`src/rtl/qsm_pkg.sv`:
```
package qsm_pkg;

  typedef enum logic [1:0] {
    SEL_PORT   = 2'd0,
    SEL_DIR    = 2'd1,
    SEL_ASSIGN = 2'd2,
    SEL_STAT   = 2'd3
  } reg_sel_e;

  localparam int PIN_MISO = 0;
  localparam int PIN_MOSI = 1;
  localparam int PIN_SCK  = 2;
  localparam int PIN_SS   = 3;

  function automatic int sci_tx_pin(input int npcs, input int ch);
    return 3 + npcs + 2 * ch;
  endfunction

  function automatic int sci_rx_pin(input int npcs, input int ch);
    return 4 + npcs + 2 * ch;
  endfunction

endpackage

```
`src/rtl/qsm_sync.sv`:
```
module qsm_sync #(
  parameter int W = 11
) (
  input  logic         clk,
  input  logic         rst_n,
  input  logic [W-1:0] d,
  output logic [W-1:0] q
);
  logic [W-1:0] stage1;

  always_ff @(posedge clk or negedge rst_n) begin
    if (!rst_n) begin
      stage1 <= '1;
      q      <= '1;
    end else begin
      stage1 <= d;
      q      <= stage1;
    end
  end
endmodule

```
`src/rtl/qsm_regs.sv`:
```
module qsm_regs
  import qsm_pkg::*;
#(
  parameter int NPIN = 11,
  parameter int NSPI = 7,
  parameter int DW   = 16,
  parameter int AW   = 2
) (
  input  logic            clk,
  input  logic            rst_n,
  input  logic            bus_wr,
  input  logic [AW-1:0]   bus_addr,
  input  logic [DW-1:0]   bus_wdata,
  output logic [DW-1:0]   bus_rdata,
  input  logic [NPIN-1:0] pin_sync,
  input  logic            fault_q,
  output logic [NPIN-1:0] port_q,
  output logic [NPIN-1:0] dir_q,
  output logic [NSPI-1:0] asg_q,
  output logic            fault_clr
);
  localparam logic [NSPI-1:0] ASG_MASK = {NSPI{1'b1}} & ~(NSPI'(1) << PIN_SCK);

  logic hit_port, hit_dir, hit_asg, hit_stat;

  always_comb begin
    hit_port = bus_wr && (bus_addr == AW'(SEL_PORT));
    hit_dir  = bus_wr && (bus_addr == AW'(SEL_DIR));
    hit_asg  = bus_wr && (bus_addr == AW'(SEL_ASSIGN));
    hit_stat = bus_wr && (bus_addr == AW'(SEL_STAT));
  end

  assign fault_clr = hit_stat && bus_wdata[0];

  always_ff @(posedge clk or negedge rst_n) begin
    if (!rst_n) begin
      port_q <= '0;
      dir_q  <= '0;
      asg_q  <= '0;
    end else begin
      if (hit_port) port_q <= bus_wdata[NPIN-1:0];
      if (hit_dir)  dir_q  <= bus_wdata[NPIN-1:0];
      if (hit_asg)  asg_q  <= bus_wdata[NSPI-1:0] & ASG_MASK;
    end
  end

  always_comb begin
    bus_rdata = '0;
    unique case (bus_addr)
      AW'(SEL_PORT):   bus_rdata[NPIN-1:0] = pin_sync;
      AW'(SEL_DIR):    bus_rdata[NPIN-1:0] = dir_q;
      AW'(SEL_ASSIGN): bus_rdata[NSPI-1:0] = asg_q;
      default:         bus_rdata[0]        = fault_q;
    endcase
  end
endmodule

```
`src/rtl/qsm_pinmux.sv`:
```
module qsm_pinmux
  import qsm_pkg::*;
#(
  parameter int NPCS = 4,
  parameter int NSCI = 2,
  parameter int NPIN = 3 + NPCS + 2 * NSCI,
  parameter int NSPI = 3 + NPCS
) (
  input  logic            spi_en,
  input  logic            spi_master,
  input  logic            spi_mosi_o,
  input  logic            spi_miso_o,
  input  logic            spi_sck_o,
  input  logic [NPCS-1:0] spi_pcs_o,
  output logic            spi_mosi_i,
  output logic            spi_miso_i,
  output logic            spi_sck_i,
  output logic            spi_ss_n_i,
  input  logic [NSCI-1:0] sci_tx_en,
  input  logic [NSCI-1:0] sci_txd,
  input  logic [NSCI-1:0] sci_rx_en,
  output logic [NSCI-1:0] sci_rxd,
  input  logic [NPIN-1:0] port_q,
  input  logic [NPIN-1:0] dir_q,
  input  logic [NSPI-1:0] asg_q,
  input  logic [NPIN-1:0] pad_in,
  output logic [NPIN-1:0] pad_out,
  output logic [NPIN-1:0] pad_oe,
  output logic            ss_fault_arm
);
  logic [NPIN-1:0] raw_out;
  logic [NSPI-1:0] spi_own;

  always_comb begin
    spi_own          = {NSPI{spi_en}} & asg_q;
    spi_own[PIN_SCK] = spi_en;
  end

  always_comb begin
    raw_out      = port_q;
    pad_oe       = dir_q;
    spi_miso_i   = 1'b0;
    spi_mosi_i   = 1'b0;
    spi_sck_i    = 1'b0;
    spi_ss_n_i   = 1'b1;
    ss_fault_arm = 1'b0;

    if (spi_own[PIN_MISO]) begin
      raw_out[PIN_MISO] = spi_miso_o;
      pad_oe[PIN_MISO]  = !spi_master && dir_q[PIN_MISO];
      spi_miso_i        = spi_master && !dir_q[PIN_MISO] && pad_in[PIN_MISO];
    end

    if (spi_own[PIN_MOSI]) begin
      raw_out[PIN_MOSI] = spi_mosi_o;
      pad_oe[PIN_MOSI]  = spi_master && dir_q[PIN_MOSI];
      spi_mosi_i        = !spi_master && !dir_q[PIN_MOSI] && pad_in[PIN_MOSI];
    end

    if (spi_own[PIN_SCK]) begin
      raw_out[PIN_SCK] = spi_sck_o;
      pad_oe[PIN_SCK]  = spi_master;
      spi_sck_i        = !spi_master && pad_in[PIN_SCK];
    end

    if (spi_own[PIN_SS]) begin
      raw_out[PIN_SS] = spi_pcs_o[0];
      if (spi_master) begin
        pad_oe[PIN_SS] = dir_q[PIN_SS];
        ss_fault_arm   = !dir_q[PIN_SS];
      end else begin
        pad_oe[PIN_SS] = 1'b0;
        spi_ss_n_i     = dir_q[PIN_SS] || pad_in[PIN_SS];
      end
    end

    for (int k = 1; k < NPCS; k++) begin
      if (spi_own[PIN_SS + k]) begin
        raw_out[PIN_SS + k] = spi_pcs_o[k];
        pad_oe[PIN_SS + k]  = spi_master && dir_q[PIN_SS + k];
      end
    end

    for (int c = 0; c < NSCI; c++) begin
      sci_rxd[c] = 1'b1;
      if (sci_tx_en[c]) begin
        raw_out[sci_tx_pin(NPCS, c)] = sci_txd[c];
        pad_oe[sci_tx_pin(NPCS, c)]  = 1'b1;
      end
      if (sci_rx_en[c]) begin
        pad_oe[sci_rx_pin(NPCS, c)] = 1'b0;
        sci_rxd[c]                  = pad_in[sci_rx_pin(NPCS, c)];
      end
    end
  end

  assign pad_out = raw_out & pad_oe;
endmodule

```
`src/rtl/qsm_fault.sv`:
```
module qsm_fault (
  input  logic clk,
  input  logic rst_n,
  input  logic arm,
  input  logic ss_sync,
  input  logic clr,
  output logic fault_q
);
  logic set_now;

  assign set_now = arm && !ss_sync;

  always_ff @(posedge clk or negedge rst_n) begin
    if (!rst_n) fault_q <= 1'b0;
    else        fault_q <= set_now || (fault_q && !clr);
  end
endmodule

```
`src/rtl/qsm_portmux.sv`:
```
module qsm_portmux
  import qsm_pkg::*;
#(
  parameter  int NPCS = 4,
  parameter  int NSCI = 2,
  parameter  int DW   = 16,
  parameter  int AW   = 2,
  localparam int NPIN = 3 + NPCS + 2 * NSCI,
  localparam int NSPI = 3 + NPCS
) (
  input  logic            clk,
  input  logic            rst_n,
  input  logic            bus_wr,
  input  logic [AW-1:0]   bus_addr,
  input  logic [DW-1:0]   bus_wdata,
  output logic [DW-1:0]   bus_rdata,
  input  logic            spi_en,
  input  logic            spi_master,
  input  logic            spi_mosi_o,
  input  logic            spi_miso_o,
  input  logic            spi_sck_o,
  input  logic [NPCS-1:0] spi_pcs_o,
  output logic            spi_mosi_i,
  output logic            spi_miso_i,
  output logic            spi_sck_i,
  output logic            spi_ss_n_i,
  input  logic [NSCI-1:0] sci_tx_en,
  input  logic [NSCI-1:0] sci_txd,
  input  logic [NSCI-1:0] sci_rx_en,
  output logic [NSCI-1:0] sci_rxd,
  output logic            mode_fault,
  input  logic [NPIN-1:0] pad_in,
  output logic [NPIN-1:0] pad_out,
  output logic [NPIN-1:0] pad_oe
);
  logic [NPIN-1:0] pin_sync;
  logic [NPIN-1:0] port_q;
  logic [NPIN-1:0] dir_q;
  logic [NSPI-1:0] asg_q;
  logic            fault_clr;
  logic            ss_fault_arm;
  logic            ss_sync;

  assign ss_sync = pin_sync[PIN_SS];

  qsm_sync #(.W(NPIN)) u_sync (
    .clk   (clk),
    .rst_n (rst_n),
    .d     (pad_in),
    .q     (pin_sync)
  );

  qsm_regs #(.NPIN(NPIN), .NSPI(NSPI), .DW(DW), .AW(AW)) u_regs (
    .clk       (clk),
    .rst_n     (rst_n),
    .bus_wr    (bus_wr),
    .bus_addr  (bus_addr),
    .bus_wdata (bus_wdata),
    .bus_rdata (bus_rdata),
    .pin_sync  (pin_sync),
    .fault_q   (mode_fault),
    .port_q    (port_q),
    .dir_q     (dir_q),
    .asg_q     (asg_q),
    .fault_clr (fault_clr)
  );

  qsm_pinmux #(.NPCS(NPCS), .NSCI(NSCI), .NPIN(NPIN), .NSPI(NSPI)) u_mux (
    .spi_en       (spi_en),
    .spi_master   (spi_master),
    .spi_mosi_o   (spi_mosi_o),
    .spi_miso_o   (spi_miso_o),
    .spi_sck_o    (spi_sck_o),
    .spi_pcs_o    (spi_pcs_o),
    .spi_mosi_i   (spi_mosi_i),
    .spi_miso_i   (spi_miso_i),
    .spi_sck_i    (spi_sck_i),
    .spi_ss_n_i   (spi_ss_n_i),
    .sci_tx_en    (sci_tx_en),
    .sci_txd      (sci_txd),
    .sci_rx_en    (sci_rx_en),
    .sci_rxd      (sci_rxd),
    .port_q       (port_q),
    .dir_q        (dir_q),
    .asg_q        (asg_q),
    .pad_in       (pad_in),
    .pad_out      (pad_out),
    .pad_oe       (pad_oe),
    .ss_fault_arm (ss_fault_arm)
  );

  qsm_fault u_fault (
    .clk     (clk),
    .rst_n   (rst_n),
    .arm     (ss_fault_arm),
    .ss_sync (ss_sync),
    .clr     (fault_clr),
    .fault_q (mode_fault)
  );
endmodule

```
`config.mk`:
```
export PLATFORM = sky130hd
export DESIGN_NAME = qsm_portmux
export DESIGN_NICKNAME = d
export VERILOG_FILES = /design/src/rtl/qsm_pkg.sv /design/src/rtl/qsm_sync.sv /design/src/rtl/qsm_regs.sv /design/src/rtl/qsm_pinmux.sv /design/src/rtl/qsm_fault.sv /design/src/rtl/qsm_portmux.sv
export SDC_FILE = /design/constraint.sdc
export NUM_CORES = 1
export LEC_CHECK = 0
export ABC_AREA = 0
export BUFFER_PORTS_ARGS = -buffer_cell sky130_fd_sc_hd__buf_2
export CAP_MARGIN = 20
export CORE_MARGIN = 2
export CORE_UTILIZATION = 41
export CTS_CLUSTER_DIAMETER = 80
export CTS_CLUSTER_SIZE = 16
export DETAILED_ROUTE_END_ITERATION = 8
export PLACE_DENSITY = 0.65
export SLEW_MARGIN = 5
export SYNTH_ARGS = -nofsm -noshare
export SYNTH_HDL_FRONTEND = slang
export SYNTH_SLANG_ARGS = --single-unit
```
`constraint.sdc`:
```
create_clock -name clk -period 1.4 [get_ports clk]
set_clock_uncertainty 0.1 [all_clocks]
set_input_delay 0.14 -clock clk [delete_from_list [all_inputs] [get_ports clk]]
set_output_delay 0.14 -clock clk [all_outputs]
set_load 0.02 [all_outputs]
```
; ---- Yosys cells after proc, flatten, opt, wreduce, memory -nomap -nowiden
; Index checks and enable logic that the tools add are counted.
[totals]
ram_bits = 0
n_memories = 0
latchBits = 0
elab_cells = 70
register_bits = 51
mem_bits_ro = 0
out_inout_bits = 45
in_bits = 47
[classes]
div = 0
addsub = 0
bitwise_logic = 2
multipliers = 0
n_lt_le_gt_ge = 0
n_eq_ne = 3
n_reduce_logical = 26
shifts = 0
n_mux = 33
[ops]
columns = cell, n
row1 = 2-to-1 mux 1 bit, 30
row2 = one-hot mux 6 bit (3 select lines), 1
row3 = logical AND 1 bit, 17
row4 = bitwise AND 11 bit, 1
row5 = one-hot mux 4 bit (2 select lines), 1
row6 = bitwise AND 7 bit, 1
row7 = zero test 1 bit, 6
row8 = "equality test 2 bit, second input constant", 2
row9 = one-hot mux 1 bit (3 select lines), 1
row10 = "equality test 2 x 1 -> 1 bit, second input constant", 1
row11 = zero test 2 bit, 1
row12 = logical OR 1 bit, 2

; ---- Longest topological paths before layout
[logic_depth]
ltp_word = 6
ltp_mapped = 4
ltp_nobuf = 2

; ---- By module
; From an unflattened synthesis, not the netlist that was laid out.
[hier_totals]
hier_cells = 177
hier_area_um2 = 2363.5
[modules_own_cells]
columns = mod, area_each_um2, seq_area_each_um2, cells_each, instances
row1 = qsm_regs, 1355.0, 700.7, 95, 1
row2 = qsm_sync, 578.1, 578.1, 22, 1
row3 = qsm_pinmux, 385.4, 0.0, 56, 1
row4 = qsm_fault, 45.0, 25.0, 4, 1

; ---- Worst setup path after synthesis
; Ideal clock, no wire load.
[synth_timing]
path_type = reg2out
from = register u_regs.asg_q[0]
to = output pad_out[0]
path_buffers = 0
required_time_ns = 1.160
stages_incl_launch_ff = 3
arrival_ns = 1.170
slack_ns = -0.010
path_cell_list = dfrtp_1 a21bo_2 a211oi_1
[synth_via]
elab_chain_cells = 3
elab_cells_between_ends = 4
classes_between = mux: 2 / bitwise: 2
[synth_rtl]
columns = item, line
row1 = start: declaration, qsm_regs.sv:19  ; output logic [NSPI-1:0] asg_q,
row2 = start signal: assignment, qsm_regs.sv:43  ; if (hit_asg) asg_q <= bus_wdata[NSPI-1:0] & ASG_MASK;
row3 = bitwise AND 7 bit (*), qsm_pinmux.sv:35  ; spi_own = {NSPI{spi_en}} & asg_q;
row4 = 2-to-1 mux 1 bit, qsm_pinmux.sv:48  ; if (spi_own[PIN_MISO]) begin
row5 = bitwise AND 11 bit (*), qsm_pinmux.sv:97  ; assign pad_out = raw_out & pad_oe;
row6 = end: declaration, qsm_portmux.sv:33  ; output logic [NPIN-1:0] pad_out,
; Every way passes the cells marked *; elsewhere a longest branch is shown, timed or not.

; ---- Final worst setup path
[layout_timing]
from = register u_regs.asg_q[0]
to = output bus_rdata[0]
[layout_via]
elab_chain_cells = 1
[layout_rtl]
columns = item, line
row1 = one-hot mux 1 bit (3 select lines), qsm_regs.sv:49  ; unique case (bus_addr)
row2 = end: declaration, qsm_portmux.sv:16  ; output logic [DW-1:0] bus_rdata,
; No other way between the ends.

==> impl_metrics.tcl <==
set metrics [dict create \
    run_status "finished with violations" \
    violations "negative hold slack, negative setup slack" \
    critical_path_class "reg -> out" \
    p_switching_mw 1.192 \
    io_buffer_count 81 \
    seq_area_frac_synth 0.5602 \
    fin_setup_tns_ps -1227 \
    register_area_um2 1306 \
    swShare 0.3018 \
    pwr-share-clk 0.227 \
    pwr-share-seq 0.465 \
    routed_wl_um 5659 \
    antenna_found_initial 0 \
    avgSynthCellArea_um2 13.61 \
    cp-end-kind "output port" \
    drt_iter0_markers 70 \
    cts_sinks 51 \
    max_cap_violations 0 \
    grt_pass1_vias 1779 \
    critPathTopFamily "multiplexers" \
    critPathMaxStageDelay_ps 490 \
    dieWidth_um 79.34 \
    worstPathCellList "mux4_2, buf_6" \
    drive_gt1_frac 0.6424 \
    cp.arrival_ps 1370 \
    n_antenna_cell 0 \
    wl_per_cell_um 15.72 \
    grt_use_met2 0.3186 \
    async_flop_share 1.000 \
    power_leakage_nw 1.579 \
    clockBufferDepth 2 \
    ant_nets 0 \
    peakVddDrop_uv 811.3 \
    insertion_delay_ps 310 \
    gp_congestion 0.7101 \
    cts-root-buf "clkbuf_8" \
    rsz0062_at_grt "true" \
    placementRows 27 \
    grt_use_met1 0.2250 \
    core-area_um2 5507 \
    required_ps 1160 \
    period_share 1.147 \
    p_total_mw 3.949 \
    multi_input_area_um2 1001 \
    htreeDepth 2 \
    die_area_um2 6295 \
    detail_route.vias_per_cell 4.939 \
    pwr_density_cell_nw_per_um2 1168 \
    use_met3 0.03977 \
    final_hold_viol_count 1 \
    slew_viol_final 0 \
    hold_class "in -> reg" \
    fin_hold_ws_ps -0.4346 \
    synth_edf_count 0 \
    cts_tree "done" \
    nFillCells 468 \
    start_kind "flip-flop" \
    busiest_layer "met2" \
    grt_pass1_wl_um 8721 \
    grtUsageTotal 0.1835 \
    clkTransAtPathRegs_ps 100 \
    io_pins 92 \
    crit_fanout 5 \
    nets 334 \
    cts_buffers 5 \
    period_minus_slack_ps 1606 \
    hpwl_um 3701 \
    num_vias 1778 \
    grt_max_degree 52 \
    synth_warnings 0 \
    finalSetupViolations 16 \
    cp.buffers_inverters 1 \
    drt-pass1-iter-count 4 \
    syn_inst 171 \
    mappedNetlistArea_um2 2327 \
    drc 0 \
    synth_cell_types 31 \
    p_int_mw 2.757 \
    critical-path-slowest-cell "mux4_2" \
    ys_dominant_reg_cell "dfrtp_1" \
    fp.dieH_um 79.34 \
    start_util 0.4226 \
    fin_ws_ps -205.5 \
    comb_power_share 0.307 \
    syn_to_final_growth_pct 45.27 \
    grt-ovfl-total 0 \
    fmax_ghz 0.6229 \
    ys_ff_latch 51 \
]
## cell usage after synthesis (2+ instances only)
master | count | area, um^2
and2_1 | 4 | 25.02
o21ai_0 | 2 | 10.01
or2_2 | 2 | 12.51
a21bo_2 | 6 | 60.06
dfstp_2 | 22 | 578.1
nor2_1 | 6 | 22.52
a21boi_0 | 10 | 75.07
buf_6 | 3 | 33.78
buf_2 | 4 | 20.02
mux2i_1 | 10 | 100.1
nor2b_1 | 4 | 25.02
nand2b_1 | 2 | 12.51
dfrtp_1 | 29 | 725.7
nand4_1 | 6 | 37.54
buf_4 | 6 | 45.04
and3_1 | 2 | 12.51
nand2_1 | 5 | 18.77
mux2_2 | 30 | 337.8
o2bb2ai_1 | 6 | 52.55
## per-stage QoR
stage | cell area [um^2] | std cells | hold slack, ps | util | setup WS (ps)
global placement | 2843 | 326 | 50.15 | 0.5162 | 42.41
global route | 3381 | 360 | 2.443 | 0.6140 | -246.7
CTS | 3281 | 360 | 0.6949 | 0.5958 | -206.4
detailed placement | 2843 | 326 | 47.66 | 0.5162 | 38.78
finish | 3381 | 360 | -0.4346 | 0.6140 | -205.5
floorplan | 2347 | 175 | -255.6 | - | 13.50
## flip-flops by register name (all words and copies together), names as in the netlist
signal	count
u_sync.q	11
u_regs.dir_q	11
u_sync.stage1	11
u_regs.asg_q	6
u_fault.fault_q	1
u_regs.port_q	11
## layer usage
metal	wire, um	vias up	share of wire
met4	91	0	0.016
li1	-	829	-
met2	3018	52	0.53
met5	0	-	0
met3	228	10	0.040
met1	2321	887	0.41
## worst paths after layout
| check | endpoint | depth (start not counted) | slack, ps | start |
|---|---|---|---|---|
| worst max-delay path | bus_rdata[0] | 2 | -210 | u_regs.asg_q[0] |
| worst max register to register | u_regs.asg_q[1] | 2 | 360 | u_regs.asg_q[1] |
| max in group asynchronous | u_sync.q[8] | 3 | 670 | rst_n |
| worst min register to register | u_sync.q[9] | 0 | 250 | u_sync.stage1[9] |
| worst min-delay path | u_regs.asg_q[1] | 2 | -0.4 | bus_wdata[1] |
| min in group asynchronous | u_regs.dir_q[6] | 3 | 220 | rst_n |
## layout make-up
| type | count | area share |
|---|---|---|
| multi-input combinational | 109 | 0.2961 |
| timing repair buffer | 119 | 0.2605 |
| clock buffer | 6 | 0.02443 |
| sequential | 51 | 0.3864 |
| inverter | 1 | 0.001110 |
| clock inverter | 2 | 0.004811 |
| tap | 72 | 0.02665 |
## power by group through the flow
stage	Combinational, mW	Clock [mW]	Sequential (mW)
CTS	1.14	0.932	1.83
detailed placement	0.945	0	1.87
finish	1.21	0.898	1.84
global route	1.30	0.970	1.87
floorplan	0.633	0	1.83
global placement	0.930	0	1.86
## cells by family after synthesis
group | after synthesis | share of synthesized area
AO/OA/AOI/OAI | 25 | 0.08817
buffers and inverters | 15 | 0.04569
flip-flops | 51 | 0.5602
multiplexers | 41 | 0.1978
other | 1 | 0.001611
AND/OR/NAND/NOR | 38 | 0.1064
## placed cells by master (no fill, tap or decap), drive strengths merged
| cell | instances |
|---|---|
| buf | 98 |
| mux2 | 30 |
| dfrtp | 29 |
| dfstp | 22 |
| dlygate4sd3 | 21 |
| mux2i | 10 |
| a21boi | 10 |
| o2bb2ai | 6 |
| nor2 | 6 |
| a21bo | 6 |
| nand4 | 6 |
| clkbuf | 6 |
| nand2 | 5 |
| conb | 5 |
| nor2b | 4 |
| and2 | 4 |
| or2 | 2 |
| o21ai | 2 |
| and3 | 2 |
| nand2b | 2 |
| nor3b | 2 |
| nand3b | 2 |
| inv | 1 |
| nand3 | 1 |
| a211oi | 1 |
| mux4 | 1 |
| nand4b | 1 |
| and4b | 1 |
| clkinv | 1 |
| clkinvlp | 1 |
## repair_timing
| action | 4_1_cts | 5_1_grt |
|---|---|---|
| hold buffers | 21 | 0 |
| hold endpoints to repair | 83 | 0 |
| setup buffers | 5 | 0 |
| resized for setup | 41 | 33 |
| setup endpoints to repair | 19 | 31 |
| pin swaps | 11 | 4 |
No activity file was read; power rests on OpenSTA's default activity.
